$ cat src/rtl/dma_gcsr.sv
module dma_gcsr #(
  parameter int NCH = 4
) (
  input  logic           clk,
  input  logic           rst_n,
  input  logic           soft_rst,
  input  logic           rd_en,
  input  logic           wr_en,
  input  logic [2:0]     wr_data,
  output logic [2:0]     rd_data,
  input  logic           addr_err_evt,
  input  logic           nmi_evt,
  input  logic [NCH-1:0] chan_en,
  input  logic [NCH-1:0] chan_done,
  output logic [NCH-1:0] xfer_ok
);
  localparam int NFLAG = 2;

  logic             dme;
  logic [NFLAG-1:0] flag;
  logic [NFLAG-1:0] armed;
  logic [NFLAG-1:0] evt;

  assign evt = {addr_err_evt, nmi_evt};

  always_ff @(posedge clk or negedge rst_n) begin
    if (!rst_n)        dme <= 1'b0;
    else if (soft_rst) dme <= 1'b0;
    else if (wr_en)    dme <= wr_data[0];
  end

  for (genvar i = 0; i < NFLAG; i++) begin : g_flag
    always_ff @(posedge clk or negedge rst_n) begin
      if (!rst_n) begin
        flag[i]  <= 1'b0;
        armed[i] <= 1'b0;
      end else if (soft_rst) begin
        flag[i]  <= 1'b0;
        armed[i] <= 1'b0;
      end else if (evt[i]) begin
        flag[i]  <= 1'b1;
        armed[i] <= 1'b0;
      end else if (wr_en) begin
        armed[i] <= 1'b0;
        if (armed[i] && !wr_data[i+1]) flag[i] <= 1'b0;
      end else if (rd_en && flag[i]) begin
        armed[i] <= 1'b1;
      end
    end
  end

  assign rd_data = {flag, dme};
  assign xfer_ok = (dme && flag == '0) ? (chan_en & ~chan_done) : '0;
endmodule


$ cat config.mk
export PLATFORM = sky130hd
export DESIGN_NAME = dma_gcsr
export DESIGN_NICKNAME = d
export VERILOG_FILES = /design/src/rtl/dma_gcsr.sv
export SDC_FILE = /design/constraint.sdc
export NUM_CORES = 1
export LEC_CHECK = 0
export CAP_MARGIN = 25
export CORE_AREA = 10 10 47 49
export CTS_BUF_LIST = sky130_fd_sc_hd__clkbuf_2 sky130_fd_sc_hd__clkbuf_4 sky130_fd_sc_hd__clkbuf_8
export DETAILED_ROUTE_END_ITERATION = 12
export DIE_AREA = 0 0 57 59
export GPL_TIMING_DRIVEN = 0
export SKIP_CTS_REPAIR_TIMING = 1
export SYNTH_ARGS = -nofsm -noshare
export SYNTH_HDL_FRONTEND = slang
export SYNTH_SLANG_ARGS = --single-unit
$ cat constraint.sdc
create_clock -name clk -period 2.99 [get_ports clk]
set_input_delay 0.299 -clock clk [delete_from_list [all_inputs] [get_ports clk]]
set_output_delay 0.299 -clock clk [all_outputs]
set_load 0.05 [all_outputs]
==> metrics.txt, run 1 <==
GRT Total Usage=under 10%; Post-Syn Area=between 200 and 300 um2; Max-cap violations=0; Final TNS setup=0 ns; worst skew pair latency=0.23 ns; cell taking the most area after synthesis=dfrtp_1; die area=3360 um2; DR DRC count=0; first-pass GRT wire length=1.40 mm; HPWL after DPL=856 um; dominant cells by area after synthesis=dfrtp_1, nor3b_2, nor4bb_1, nor4_1, nor2_1; worst vdd ir=160 uV; vias in the first global route=about 290; row count=14; Synth Register Bits=5; final net count=70; DR iter-0 viols=4; worst reg2reg startpoint=armed[0]; Mean Syn Cell Area=11.6 um2; startpoint types=flip-flop; Relative slew margins=approximately 65%; Final Slew Violations=0; final instance area=558 um2; Clock Sinks=5; Routed Antenna Nets=0; Syn. warnings=0; R2R depth=2; final non-filler cell total=67; Initial DRT Pass Iterations=2; Total Power=~0.21 mW; Post-synth EDFFs=0; CTS Root Cell=clkbuf_4; Initial Util=between 10% and 20%; critical path required time=2.69 ns; grt ovf=0; largest net degree at the start of global routing=6; final setup fails=0; Synth top cells by count=dfrtp_1, nor3b_2, nor2_1; post-synth cell types=10; CP endpoint kind=output port; CTS Buf Count=3; top cell type's share of synthesized area=46.7%; Inserted Diodes=0; Worst-Margin Slew=0.517 ns; Mapped Cells=23; core area=1400 um2; leak pwr=0.214 nW; Max FO, Critical Path=4; final wirelength=943 um; clock skew after layout=roughly 0.000023 ns; status=finished clean; Hold WC Path Type=in -> async; die width=57 um; PwrDens=around 380 nW/um2; DR vias=287; Fmax=0.417 GHz; Setup crit end=xfer_ok[3]; Placed Instances=63; crit path DAT=2.10 ns; Clock H-tree levels=1; syn_nets=a little over 40; RSZ-0062 raised after global routing=false; final worst-path cycle share=80.1%; CP Class=reg -> out; share of layout cells above drive strength 1=19.6%; final critical-path required period=about 2.4 ns; # IOs=25; vias per inst=4.28; ys flop type=dfrtp_1; fraction of registers with async set/reset=100%; Syn-to-layout area delta=108%; Worst-path clk slew=0.04 ns; Final Hold Vio Count=0; port bufs=24; Final GP Congestion=0.646; Die H=59 um; reg-to-reg endpoint=rd_data[1]; CP Launch Point=rd_data[2]; TritonCTS clock tree=done; post-place instance area=528 um2; most numerous cell in the Yosys netlist=dfrtp_1; WL per Instance=14.1 um; Max clock buf depth=2; R2R Setup Slk=2.17 ns; sequential element share of the synthesized area=46.7%; initial antenna violation count=0
## area by class of cell
cell class                 count  area, um2
fill                         151        843
timing repair buffer          24        240
multi-input combinational     17        135
sequential                     5        125
clock buffer                   4       30.0
tap                           16       20.0
buffer                         1       7.51
## through the flow
stage / util [%] / setup WS [ns] / hold WS, ns
finish: 39.8 / 0.594 / 0.281
global route: 39.8 / 0.514 / 0.287
CTS: 39.8 / 0.554 / 0.278
detailed placement: 37.7 / 0.814 / 0.535
global placement: 37.7 / 0.836 / 0.528
floorplan: - / 0.932 / 0.00341
## worst min path at each step
stage               startpoint    endpoint  slack [ns]  cells after the start
floorplan                rst_n    armed[0]       0.003                      0
global placement         rst_n         dme        0.53                      1
detailed placement       rst_n         dme        0.53                      1
CTS                      rst_n  rd_data[2]        0.28                      1
global route             rst_n    armed[0]        0.29                      1
finish                   rst_n  rd_data[2]        0.28                      1
## sequential cells by signal, indices dropped and copies added, names as in the netlist
register	count
dme	1
armed	2
rd_data	2
## per-layer routing
metal	wire (um)	vias to the layer above	track usage [%]
met3	104	0	3.22
met4	0	0	4.03
met5	0	-	0
li1	-	142	-
met2	387	20	7.44
met1	451	125	6.32
## placed cells by master, fill, tap and decap left out
master,instances
a21oi_1,2
buf_4,1
clkbuf_4,4
clkdlybuf4s50_1,24
dfrtp_1,5
mux2i_1,1
nor2_1,3
nor3_1,2
nor3b_2,4
nor4_1,2
nor4bb_1,2
or3b_4,1
## cells by family (layout without fill, tap and decap cells)
logic type / after synthesis / in the layout / share of synthesized area, %
and+or+nand+nor: 14 / 14 / 43.0
muxes: 1 / 1 / 3.74
buffers and inverters: 1 / 29 / 2.80
DFF: 5 / 5 / 46.7
AOI/OAI and AO/OA: 2 / 2 / 3.74
## worst max-delay path: stages, from the launching register on
cell             delay, ns
dfrtp_1               0.40
or3b_4                0.45
nor3b_2               0.18
clkdlybuf4s50_1       0.83
## power by group
group          internal (mW)  switching (mW)
clock network         0.0593          0.0250
logic                 0.0311          0.0240
registers             0.0710         0.00252
Note: power is estimated with default switching activity, not from simulation.
==> run 2: changes to the inputs <==
==> constraint.sdc (replaced) <==
create_clock -name clk -period 2.4 [get_ports clk]
set_input_delay 0.24 -clock clk [delete_from_list [all_inputs] [get_ports clk]]
set_output_delay 0.24 -clock clk [all_outputs]
set_load 0.05 [all_outputs]
==> run 2 against run 1 <==
Compared with the run above: first-iteration DRC count is the same; global-route usage did not move; clock-buffer cell count is the same; worst setup slack got worse by 0.51 ns; combinational power rose by 24%; cell count stayed put; utilization rose by 0.36 points; non-clock buffer count unchanged; sequential share of layout area down 0.20 points; clock power grew 25%; critical path type unchanged.
==> metrics.txt, run 2 (same netlist as run 1, synthesis figures left out) <==
Max clock buf depth=2 (unchanged); port bufs=24 (unchanged); DR vias=287 (unchanged); family with the most delay on the worst path=buffers and inverters; commonest non-fill, non-tap cells in the layout=clkdlybuf4s50_1, dfrtp_1, nor3b_2, clkbuf_4, nor2_1; RSZ-0062 raised after global routing=false; Syn-to-layout area delta=110%; Final Hold Vio Count=0 (unchanged); first-pass GRT wire length=1.40 mm (unchanged); startpoint types=flip-flop; DR iter-0 viols=4 (unchanged); DR DRC count=0 (unchanged); final critical-path required period=between 2 and 2.5 ns; die area=3360 um2 (unchanged); core area=1400 um2 (unchanged); Clock H-tree levels=1 (unchanged); Hold WC Path Type=in -> async; Inserted Diodes=0 (unchanged); PwrDens=471 nW/um2 (+23%); Die H=59 um (unchanged); Max-cap violations=0 (unchanged); initial antenna violation count=0 (unchanged); crit path DAT=2.08 ns (-0.02 ns); vias in the first global route=288 (unchanged); Worst-path clk slew=0.04 ns (about the same); most common cell after layout, fill and taps aside=clkdlybuf4s50_1; Final Slew Violations=0 (unchanged); Clock Sinks=5 (unchanged); Initial Util=19.1% (unchanged); Worst Hold Slack=0.222 ns (-0.0590 ns); worst vdd ir=200 uV (+25%); HPWL after DPL=856 um (unchanged); TritonCTS clock tree=done; GRT Total Usage=5.53% (unchanged); final setup fails=0 (unchanged); critical path required time=2.16 ns (-0.53 ns); share of layout cells above drive strength 1=19.6% (unchanged); die width=57 um (unchanged); CP endpoint kind=output port; Max FO, Critical Path=4 (unchanged); WL per Instance=14.1 um (+0.53%); worst skew pair latency=0.23 ns (about the same); CTS Root Cell=clkbuf_4; Final GP Congestion=0.646 (unchanged); CTS Buf Count=3 (unchanged); final wirelength=948 um (+0.53%); Worst-Margin Slew=0.526 ns (+0.00916 ns); Initial DRT Pass Iterations=2 (unchanged); # IOs=25 (unchanged); row count=14 (unchanged); clock skew after layout=0.0000229 ns (unchanged); CP Buf/Inv Count=1 (unchanged); CP max stage cell=clkdlybuf4s50_1; largest net degree at the start of global routing=6 (unchanged); Routed Antenna Nets=0 (unchanged); CP Class=reg -> out; Fmax=0.431 GHz; status=finished clean; final net count=70 (unchanged); leak pwr=0.251 nW (+17%); Crit path largest cell delay=0.82 ns (about the same); Final TNS setup=0 ns (unchanged); Relative slew margins=64.9% (-0.56 points); vias per inst=4.28 (unchanged); grt ovf=0 (unchanged); CP cell instances=or3b_4 > nor3b_2 > clkdlybuf4s50_1; final worst-path cycle share=96.6%
==> run 2: cell types whose count changed in the layout (fill, tap and decap cells not counted) <==
| cell | delta |
|---|---|
| clkdlybuf4s50_1 | -2 |
| dlymetal6s2s_1 | +2 |
==> run 2: worst reg2reg max path, stage by stage (launching register included) <==
cell and delay (ns):
dfrtp_1 0.33, nor4bb_1 0.28, nor3_1 0.09
==> run 2: layout make-up <==
cell class                 count  area, um2
multi-input combinational     17        135
clock buffer                   4       30.0
sequential                     5        125
timing repair buffer          24        245
tap                           16       20.0
fill                         151        838
buffer                         1       7.51
==> run 2: report_power, final <==
group | leakage (nW) | switching (mW) | internal, mW
logic | 0.167 | 0.0299 | 0.0387
registers | 0.0660 | 0.00313 | 0.0885
clock network | 0.0184 | 0.0311 | 0.0739
==> run 2: per-stage QoR <==
stage               std cells  total power, mW  util, %  setup WS [ns]  cell area [um2]
floorplan                  23            0.119        -          0.401              268
global placement           63            0.162     37.7          0.305              528
detailed placement         63            0.162     37.7          0.283              528
CTS                        67            0.272     39.8         0.0230              558
global route               67            0.285     40.2        0.00732              563
finish                     67            0.265     40.2         0.0811              563
==> run 2: worst paths after layout <==
check / slack (ns) / cells past startpoint / startpoint / endpoint
worst max-delay path: 0.08 / 3 / rd_data[2] / xfer_ok[1]
worst min-delay path: 0.22 / 1 / rst_n / rd_data[2]
worst max register to register: 1.58 / 2 / armed[0] / rd_data[1]
worst min register to register: 0.55 / 2 / dme / dme
max in group asynchronous: 1.99 / 1 / rst_n / armed[0]
min in group clk: 0.55 / 2 / dme / dme
==> run 2: per-layer routing <==
metal  track usage, %  wire length, um  vias up
li1                 -                -      142
met5                0                0        -
met2             7.44              388       20
met3             3.22              104        0
met4             4.03                0        0
met1             6.32              455      125
